$ cat config.mk
export PLATFORM = sky130hd
export DESIGN_NAME = wdt_edge_watchdog
export DESIGN_NICKNAME = d
export VERILOG_FILES = /design/src/rtl/wdt_pkg.sv /design/src/rtl/wdt_sync.sv /design/src/rtl/wdt_edge_detect.sv /design/src/rtl/wdt_counter.sv /design/src/rtl/wdt_edge_watchdog.sv
export SDC_FILE = /design/constraint.sdc
export NUM_CORES = 1
export LEC_CHECK = 0
export CORE_ASPECT_RATIO = 0.9
export CORE_UTILIZATION = 51
export CTS_CLUSTER_SIZE = 14
export DETAILED_ROUTE_END_ITERATION = 10
export GPL_TIMING_DRIVEN = 0
export PLACE_DENSITY_LB_ADDON = 0.3
export SLEW_MARGIN = 30
export SYNTH_ARGS = -nofsm -noshare
export SYNTH_HDL_FRONTEND = slang
export SYNTH_HIERARCHICAL = 1
export SYNTH_SLANG_ARGS = --single-unit
$ cat constraint.sdc
create_clock -name clk -period 1.7 [get_ports clk]
set_clock_uncertainty 0.05 [all_clocks]
set_input_delay 0.17 -clock clk [delete_from_list [all_inputs] [get_ports clk]]
set_output_delay 0.17 -clock clk [all_outputs]
set_load 0.01 [all_outputs]
$ cat src/rtl/wdt_pkg.sv
package wdt_pkg;

    // Window length in clock cycles from clock rate (kHz) and timeout (ms).
    function automatic longint unsigned window_cycles(input int unsigned clk_khz,
                                                      input int unsigned timeout_ms);
        return longint'(clk_khz) * longint'(timeout_ms);
    endfunction

    localparam int unsigned SYNC_DEPTH = 2;

    // Synchronized kick level together with its change flag.
    typedef struct packed {
        logic level;
        logic toggled;
    } kick_t;

    // What the counter does on the coming edge.
    typedef enum logic [1:0] {
        PH_HELD   = 2'd0,
        PH_RUN    = 2'd1,
        PH_KICKED = 2'd2,
        PH_EXPIRE = 2'd3
    } phase_e;

endpackage

$ cat src/rtl/wdt_sync.sv
module wdt_sync #(
    parameter int unsigned STAGES = 2
) (
    input  logic clk,
    input  logic rst,
    input  logic din,
    output logic dout
);
    logic [STAGES-1:0] chain;

    for (genvar i = 0; i < STAGES; i++) begin : g_stage
        if (i == 0) begin : g_first
            always_ff @(posedge clk) begin
                if (rst) chain[0] <= 1'b0;
                else     chain[0] <= din;
            end
        end else begin : g_next
            always_ff @(posedge clk) begin
                if (rst) chain[i] <= 1'b0;
                else     chain[i] <= chain[i-1];
            end
        end
    end

    assign dout = chain[STAGES-1];
endmodule

$ cat src/rtl/wdt_edge_detect.sv
module wdt_edge_detect
    import wdt_pkg::*;
(
    input  logic  clk,
    input  logic  rst,
    input  logic  level_in,
    output kick_t kick
);
    logic prev_q;

    always_ff @(posedge clk) begin
        if (rst) prev_q <= 1'b0;
        else     prev_q <= level_in;
    end

    always_comb begin
        kick.level   = level_in;
        kick.toggled = level_in ^ prev_q;
    end
endmodule

$ cat src/rtl/wdt_counter.sv
module wdt_counter
    import wdt_pkg::*;
#(
    parameter int unsigned LIMIT = 16,
    parameter int unsigned CNT_W = 5
) (
    input  logic             clk,
    input  logic             rst,
    input  logic             hold,
    input  logic             kick,
    output logic [CNT_W-1:0] count,
    output logic             strobe
);
    localparam logic [CNT_W-1:0] LAST = CNT_W'(LIMIT - 1);

    phase_e           phase;
    logic [CNT_W-1:0] count_q;
    logic             strobe_q;

    always_comb begin
        if (hold)                 phase = PH_HELD;
        else if (kick)            phase = PH_KICKED;
        else if (count_q == LAST) phase = PH_EXPIRE;
        else                      phase = PH_RUN;
    end

    always_ff @(posedge clk) begin
        if (rst) begin
            count_q  <= '0;
            strobe_q <= 1'b0;
        end else begin
            unique case (phase)
                PH_HELD, PH_KICKED: begin
                    count_q  <= '0;
                    strobe_q <= 1'b0;
                end
                PH_EXPIRE: begin
                    count_q  <= '0;
                    strobe_q <= 1'b1;
                end
                default: begin
                    count_q  <= count_q + 1'b1;
                    strobe_q <= 1'b0;
                end
            endcase
        end
    end

    assign count  = count_q;
    assign strobe = strobe_q;
endmodule

$ cat src/rtl/wdt_edge_watchdog.sv
module wdt_edge_watchdog
    import wdt_pkg::*;
#(
    parameter int unsigned CLK_KHZ    = 1000,
    parameter int unsigned TIMEOUT_MS = 1600
) (
    input  logic clk,
    input  logic rst,
    input  logic kick_in,
    input  logic reset_active,
    input  logic backup_mode,
    output logic timeout_pulse
);
    localparam int unsigned TIMEOUT_CYCLES = int'(window_cycles(CLK_KHZ, TIMEOUT_MS));
    localparam int unsigned CNT_W          = $clog2(TIMEOUT_CYCLES + 1);

    logic             kick_sync;
    kick_t            kick_info;
    logic             kick_edge;
    logic             hold;
    logic [CNT_W-1:0] count_q;

    wdt_sync #(.STAGES(SYNC_DEPTH)) u_sync (
        .clk  (clk),
        .rst  (rst),
        .din  (kick_in),
        .dout (kick_sync)
    );

    wdt_edge_detect u_edge (
        .clk      (clk),
        .rst      (rst),
        .level_in (kick_sync),
        .kick     (kick_info)
    );

    assign kick_edge = kick_info.toggled;
    assign hold      = reset_active | backup_mode;

    wdt_counter #(.LIMIT(TIMEOUT_CYCLES), .CNT_W(CNT_W)) u_cnt (
        .clk    (clk),
        .rst    (rst),
        .hold   (hold),
        .kick   (kick_edge),
        .count  (count_q),
        .strobe (timeout_pulse)
    );
endmodule

==> results of run 1 <==
==> what timing repair did <==
item | CTS | global route
endpoints found under the hold margin | 0 | 0
setup buffers | 5 | 0
pin swaps | 3 | 1
resized for setup | 9 | 11
endpoints found under the setup margin | 21 | 21
gates cloned | 1 | 0
==> area by class of cell <==
class                           instances  area share
Timing Repair Buffer                   10      0.0652
Clock buffer                            4      0.0196
Sequential cell                        25       0.383
Buffer                                  2      0.0121
Multi-Input combinational cell         93       0.494
Tap cell                               25      0.0233
Inverter                                1     0.00280
==> where the power goes <==
part / internal, mW / switching (mW)
registers: 0.590 / 0.00241
clock network: 0.0918 / 0.177
logic: 0.0174 / 0.0122
==> sequential cells by signal, indices dropped and copies added (netlist names) <==
name	cells
u_cnt/count	21
u_cnt/strobe	1
u_edge/prev_q	1
u_sync/chain	1
u_sync/dout	1
==> per-layer routing <==
| layer | vias to the layer above | wire (um) |
|---|---|---|
| met5 | - | 0 |
| met4 | 0 | 14 |
| met3 | 2 | 110 |
| met2 | 24 | 1170 |
| met1 | 454 | 1090 |
| li1 | 469 | - |
==> how the worst max path moves through the flow <==
stage,endpoint,start,cells after the start,slack (ns)
after floorplan,u_cnt/count[12],u_cnt/count[18],5,0.04
after global placement,u_cnt/count[11],u_cnt/count[0],5,-0.27
after detailed placement,u_cnt/count[12],u_cnt/count[0],5,-0.29
after CTS,u_cnt/count[1],u_cnt/count[5],4,0.01
after global routing,u_cnt/count[1],u_cnt/count[18],4,-0.04
final,u_cnt/count[1],u_cnt/count[18],4,0.006
==> per-stage QoR <==
step	TNS (ns)	instance area, um^2	instances
global route	-0.0469	1340	160
finish	0	1340	160
global placement	-3.87	1200	151
floorplan	0	1120	121
CTS	0	1320	161
detailed placement	-4.08	1200	151
==> flow_summary.ini, run 1 <==
[critical_path]
required_ns = 1.87
critPathArrivalTime_ns = 1.86
slowest_delay_ns = 0.55
end_kind = register
startpoint_type = register
timing.rr.end = u_cnt/count[1]
cp.buffers_inverters = 0
reg2reg_slack_ns = 0.006
reg2reg_from = u_cnt/count[18]
cp_top_family = simple AND/OR/NAND/NOR gates
cp_slowest_cell = or4_4
rr_worst_depth = 4
crit_chain = nor4b_4 -> nand2_2 -> or4_4 -> and3_1
path_max_fanout = 5
crit_type = reg -> reg

[pwr]
power_uw = 890
vdd_drop_max_v = 0.000471
power_per_cell_area_nw_per_um2 = 663
cellLeakagePower_nw = 0.430

[route]
wl_per_cell_um = 14.9
dr.pass1.iters = 4
drc = 0
viasPerCell = 5.93
postRouteAntennaNets = 0
drt_iter0_drc = 45
vias = 949
totalWireLength_mm = 2.39

[placed_design]
hpwl_mm = 1.42
dp_worst_setup_slack_ns = -0.291
portBuffers = 5
place.gp.congestion = 0.862

[cells_and_area]
fillers = 184
area_delta_synth_final_pct = 19.5
diodes = 0
final_core_util = 0.675
final_nets = 142
final_cell_mix = dfxtp_1, nor2_1, dfxtp_2, a21oi_1, xor2_1
final_common_cell = dfxtp_1
register_area_um2 = 514
layout-drive-gt1-share = 0.237
multi_input_area_um2 = 663

[die]
fp.coreArea_um2 = 1990
die_width_um = 51.5
initial_utilization = 0.565
dieHeight_um = 46.5
rows = 15
dieArea_um2 = 2400
pin_count = 6

[cts]
clkTransAtPathRegs_ns = 0.14
cts.sinks = 25
cts.path.max_buffers = 2
numCtsBuffers = 3
cts_htree_levels = 1
ctsHoldBuffers = 0
clockRootBuffer = clkbuf_4
cts_tree = done
clock_latency_ns = 0.32

[grt]
antenna_found_initial = 0
grt_util_met2 = 0.371
globalRouteOverflowTotal = 0
grtUsageMet1 = 0.285
grtUsageMet3 = 0.0693
grt_max_degree = 14
grt_pass1_vias = 844
grt_pass1_wl_mm = 3.82
busiest_layer = met2
track_usage = 0.225

[timing]
setup_viol = 0
slew_viol_final = 0
timing.final.hold_violations = 0
min_period_ns = 1.69
max_freq_mhz = 590
worst_slack_ns = 0.00583
rsz0062_at_grt = true
period_share = 0.997
relSlewSlack = 0.670
tightest_slew_ns = 0.492
holdWs_ns = 0.357

[hold_path]
min_path_type = in -> reg
hold_end = u_sync/chain[0]
hold_start = kick_in
worstHoldPathCells = 2

[logic_synthesis]
netlist_instances = 121
yosys_warnings = 6
syn_area_per_cell_um2 = 9.29
synth_fp_nets = 127
synth.cell_area_um2 = 1120

[flow_run]
maxCapViolCount = 0

[status]
outcome = finished, final reports clean
Power figures use the tool's default switching activity.
==> run 2: changes to the inputs <==
- CAP_MARGIN: unset -> 10
- CORE_UTILIZATION: 51 -> 52
- SYNTH_HIERARCHICAL: 1 -> unset
==> run 2 against run 1 <==
- routed wire length up 16%
- sequential power about the same
- power up 1.9%
- critical path depth up 2
- via count up 19%
- highest routed layer unchanged
==> flow_summary.ini, run 2 <==
[pwr]
cellLeakagePower_nw = 0.513
vdd_drop_max_v = 0.000659
power_per_cell_area_nw_per_um2 = 599

[route]
totalWireLength_mm = 2.77
viasPerCell = 6.25
drc = 0
dr.pass1.iters = 4
drt_iter0_drc = 35
wl_per_cell_um = 15.3
postRouteAntennaNets = 0
vias = 1131

[logic_synthesis]
synth_edf_count = 0
synth.distinct_cells = 39
yosys_warnings = 0
ys_seq_elements = 25
seq_area_frac_synth = 0.397
yosysMostFrequentCell = dfxtp_1
synth.cell_area_um2 = 1260
synthTopCellsByCount = dfxtp_1, nor3_1, nand2_1, nand3_1, xnor2_1
synthFlopType = dfxtp_1
netlist_top_cells_area = dfxtp_1, xnor2_1, nor3_1
syn_area_per_cell_um2 = 9.27
async_flop_share = 0
synth_top_area_frac = 0.397
synth_fp_nets = 142
netlist_instances = 136
yosysTopAreaCell = dfxtp_1

[grt]
globalRouteOverflowTotal = 0
grt_max_degree = 15
track_usage = 0.233
grt_pass1_wl_mm = 4.46
antenna_found_initial = 0
grt_pass1_vias = 981

[cells_and_area]
largest_register_ffs = 21
final_nets = 161
final_common_cell = nor3_1
fillers = 183
design_area_um2 = 1510
diodes = 0
final_core_util = 0.675
layout-drive-gt1-share = 0.312
final_cell_mix = nor3_1, dfxtp_2, nand2_1, dfxtp_1, nand3_1
area_delta_synth_final_pct = 20.0

[die]
fp.coreArea_um2 = 2240
initial_utilization = 0.563
die_width_um = 53.9
dieHeight_um = 48.7
pin_count = 6
rows = 16
dieArea_um2 = 2630

[cts]
numCtsBuffers = 3
clock_latency_ns = 0.33
cts.path.max_buffers = 2
clkTransAtPathRegs_ns = 0.13
ctsHoldBuffers = 0
cts.sinks = 25
cts_htree_levels = 1
clockRootBuffer = clkbuf_4
cts_tree = done

[critical_path]
startpoint = u_cnt.count[0]
required_ns = 1.93
crit_chain = ha_4 -> and4_4 -> nand3_4 -> buf_6 -> or4_1 -> nand2_1
critPathArrivalTime_ns = 1.88
startpoint_type = register
cp.buffers_inverters = 1
crit_type = reg -> reg
slowest_delay_ns = 0.46
cp_slowest_cell = or4_1
reg2reg_from = u_cnt.count[0]
end_kind = register
cp_top_family = simple AND/OR/NAND/NOR gates
path_max_fanout = 5

[timing]
relSlewSlack = 0.679
max_freq_mhz = 606
timing.final.hold_violations = 0
timing.setup.tns_ns = 0
tightest_slew_ns = 0.481
period_share = 0.971
worst_slack_ns = 0.0491
setup_viol = 0
slew_viol_final = 0
min_period_ns = 1.65
rsz0062_at_grt = true
holdWs_ns = 0.344

[flow_run]
maxCapViolCount = 0

[placed_design]
place.gp.congestion = 0.844
placed_area_um2 = 1350
dp_worst_setup_slack_ns = -0.188
hpwl_mm = 1.77
portBuffers = 5

[hold_path]
min_path_type = in -> reg
hold_start = kick_in

[status]
outcome = finished, final reports clean
## run 2: layer usage
layer,part of all wire,global-route usage
met5,0,0
met4,0.014,0.0658
met3,0.051,0.0660
met2,0.48,0.340
met1,0.45,0.329
## run 2: where the power goes
part / internal, mW / total (mW) / switching (mW)
Sequential: 0.590 / 0.593 / 0.00280
Combinational: 0.0186 / 0.0366 / 0.0180
Clock: 0.0885 / 0.278 / 0.189
## run 2: final timing paths
check                     to  slack, ns  cells after the start
max          u_cnt.count[18]       0.05                      6
min          u_sync.chain[0]       0.34                      2
min reg2reg      u_sync.dout       0.41                      1
max reg2reg  u_cnt.count[18]       0.05                      6
## run 2: logic make-up (layout without fill, tap and decap cells)
| logic type | count (synthesis) | count (layout) | share of synthesized area |
|---|---|---|---|
| xor gates and xnor gates | 13 | 13 | 0.0903 |
| buffers and inverters | 9 | 27 | 0.0427 |
| and+or+nand+nor | 80 | 80 | 0.407 |
| AOI/OAI and AO/OA | 8 | 8 | 0.0536 |
| DFF | 25 | 25 | 0.397 |
| adders and majority gates | 1 | 1 | 0.00992 |
## run 2: repair_timing
action                     in CTS  in global routing
pin swaps                       1                  9
setup endpoints to repair      16                 20
resized for setup               5                 16
buffers inserted                4                  4
cloned                          0                  1
## run 2: worst reg2reg max path, cell delays in order, from the launching register on
cell and delay [ns]:
dfxtp_2 0.38, ha_4 0.15, and4_4 0.25, nand3_4 0.10, buf_6 0.16, or4_1 0.46
nand2_1 0.07
## run 2: final cells by class
type                            count  area, um^2  share of cell area
Multi-Input combinational cell    102         754               0.498
Sequential cell                    25         517               0.341
Tap cell                           27        33.8              0.0223
Clock buffer                        3        22.5              0.0149
Buffer                              6        55.1              0.0364
Inverter                            3        11.3             0.00744
Timing Repair Buffer               14         115              0.0760
Clock inverter                      1        5.00             0.00331
## run 2: per-stage QoR
stage	std cells	power [mW]
detailed placement	168	0.638
floorplan	136	0.622
finish	181	0.907
global route	181	0.944
CTS	176	0.911
global placement	168	0.637
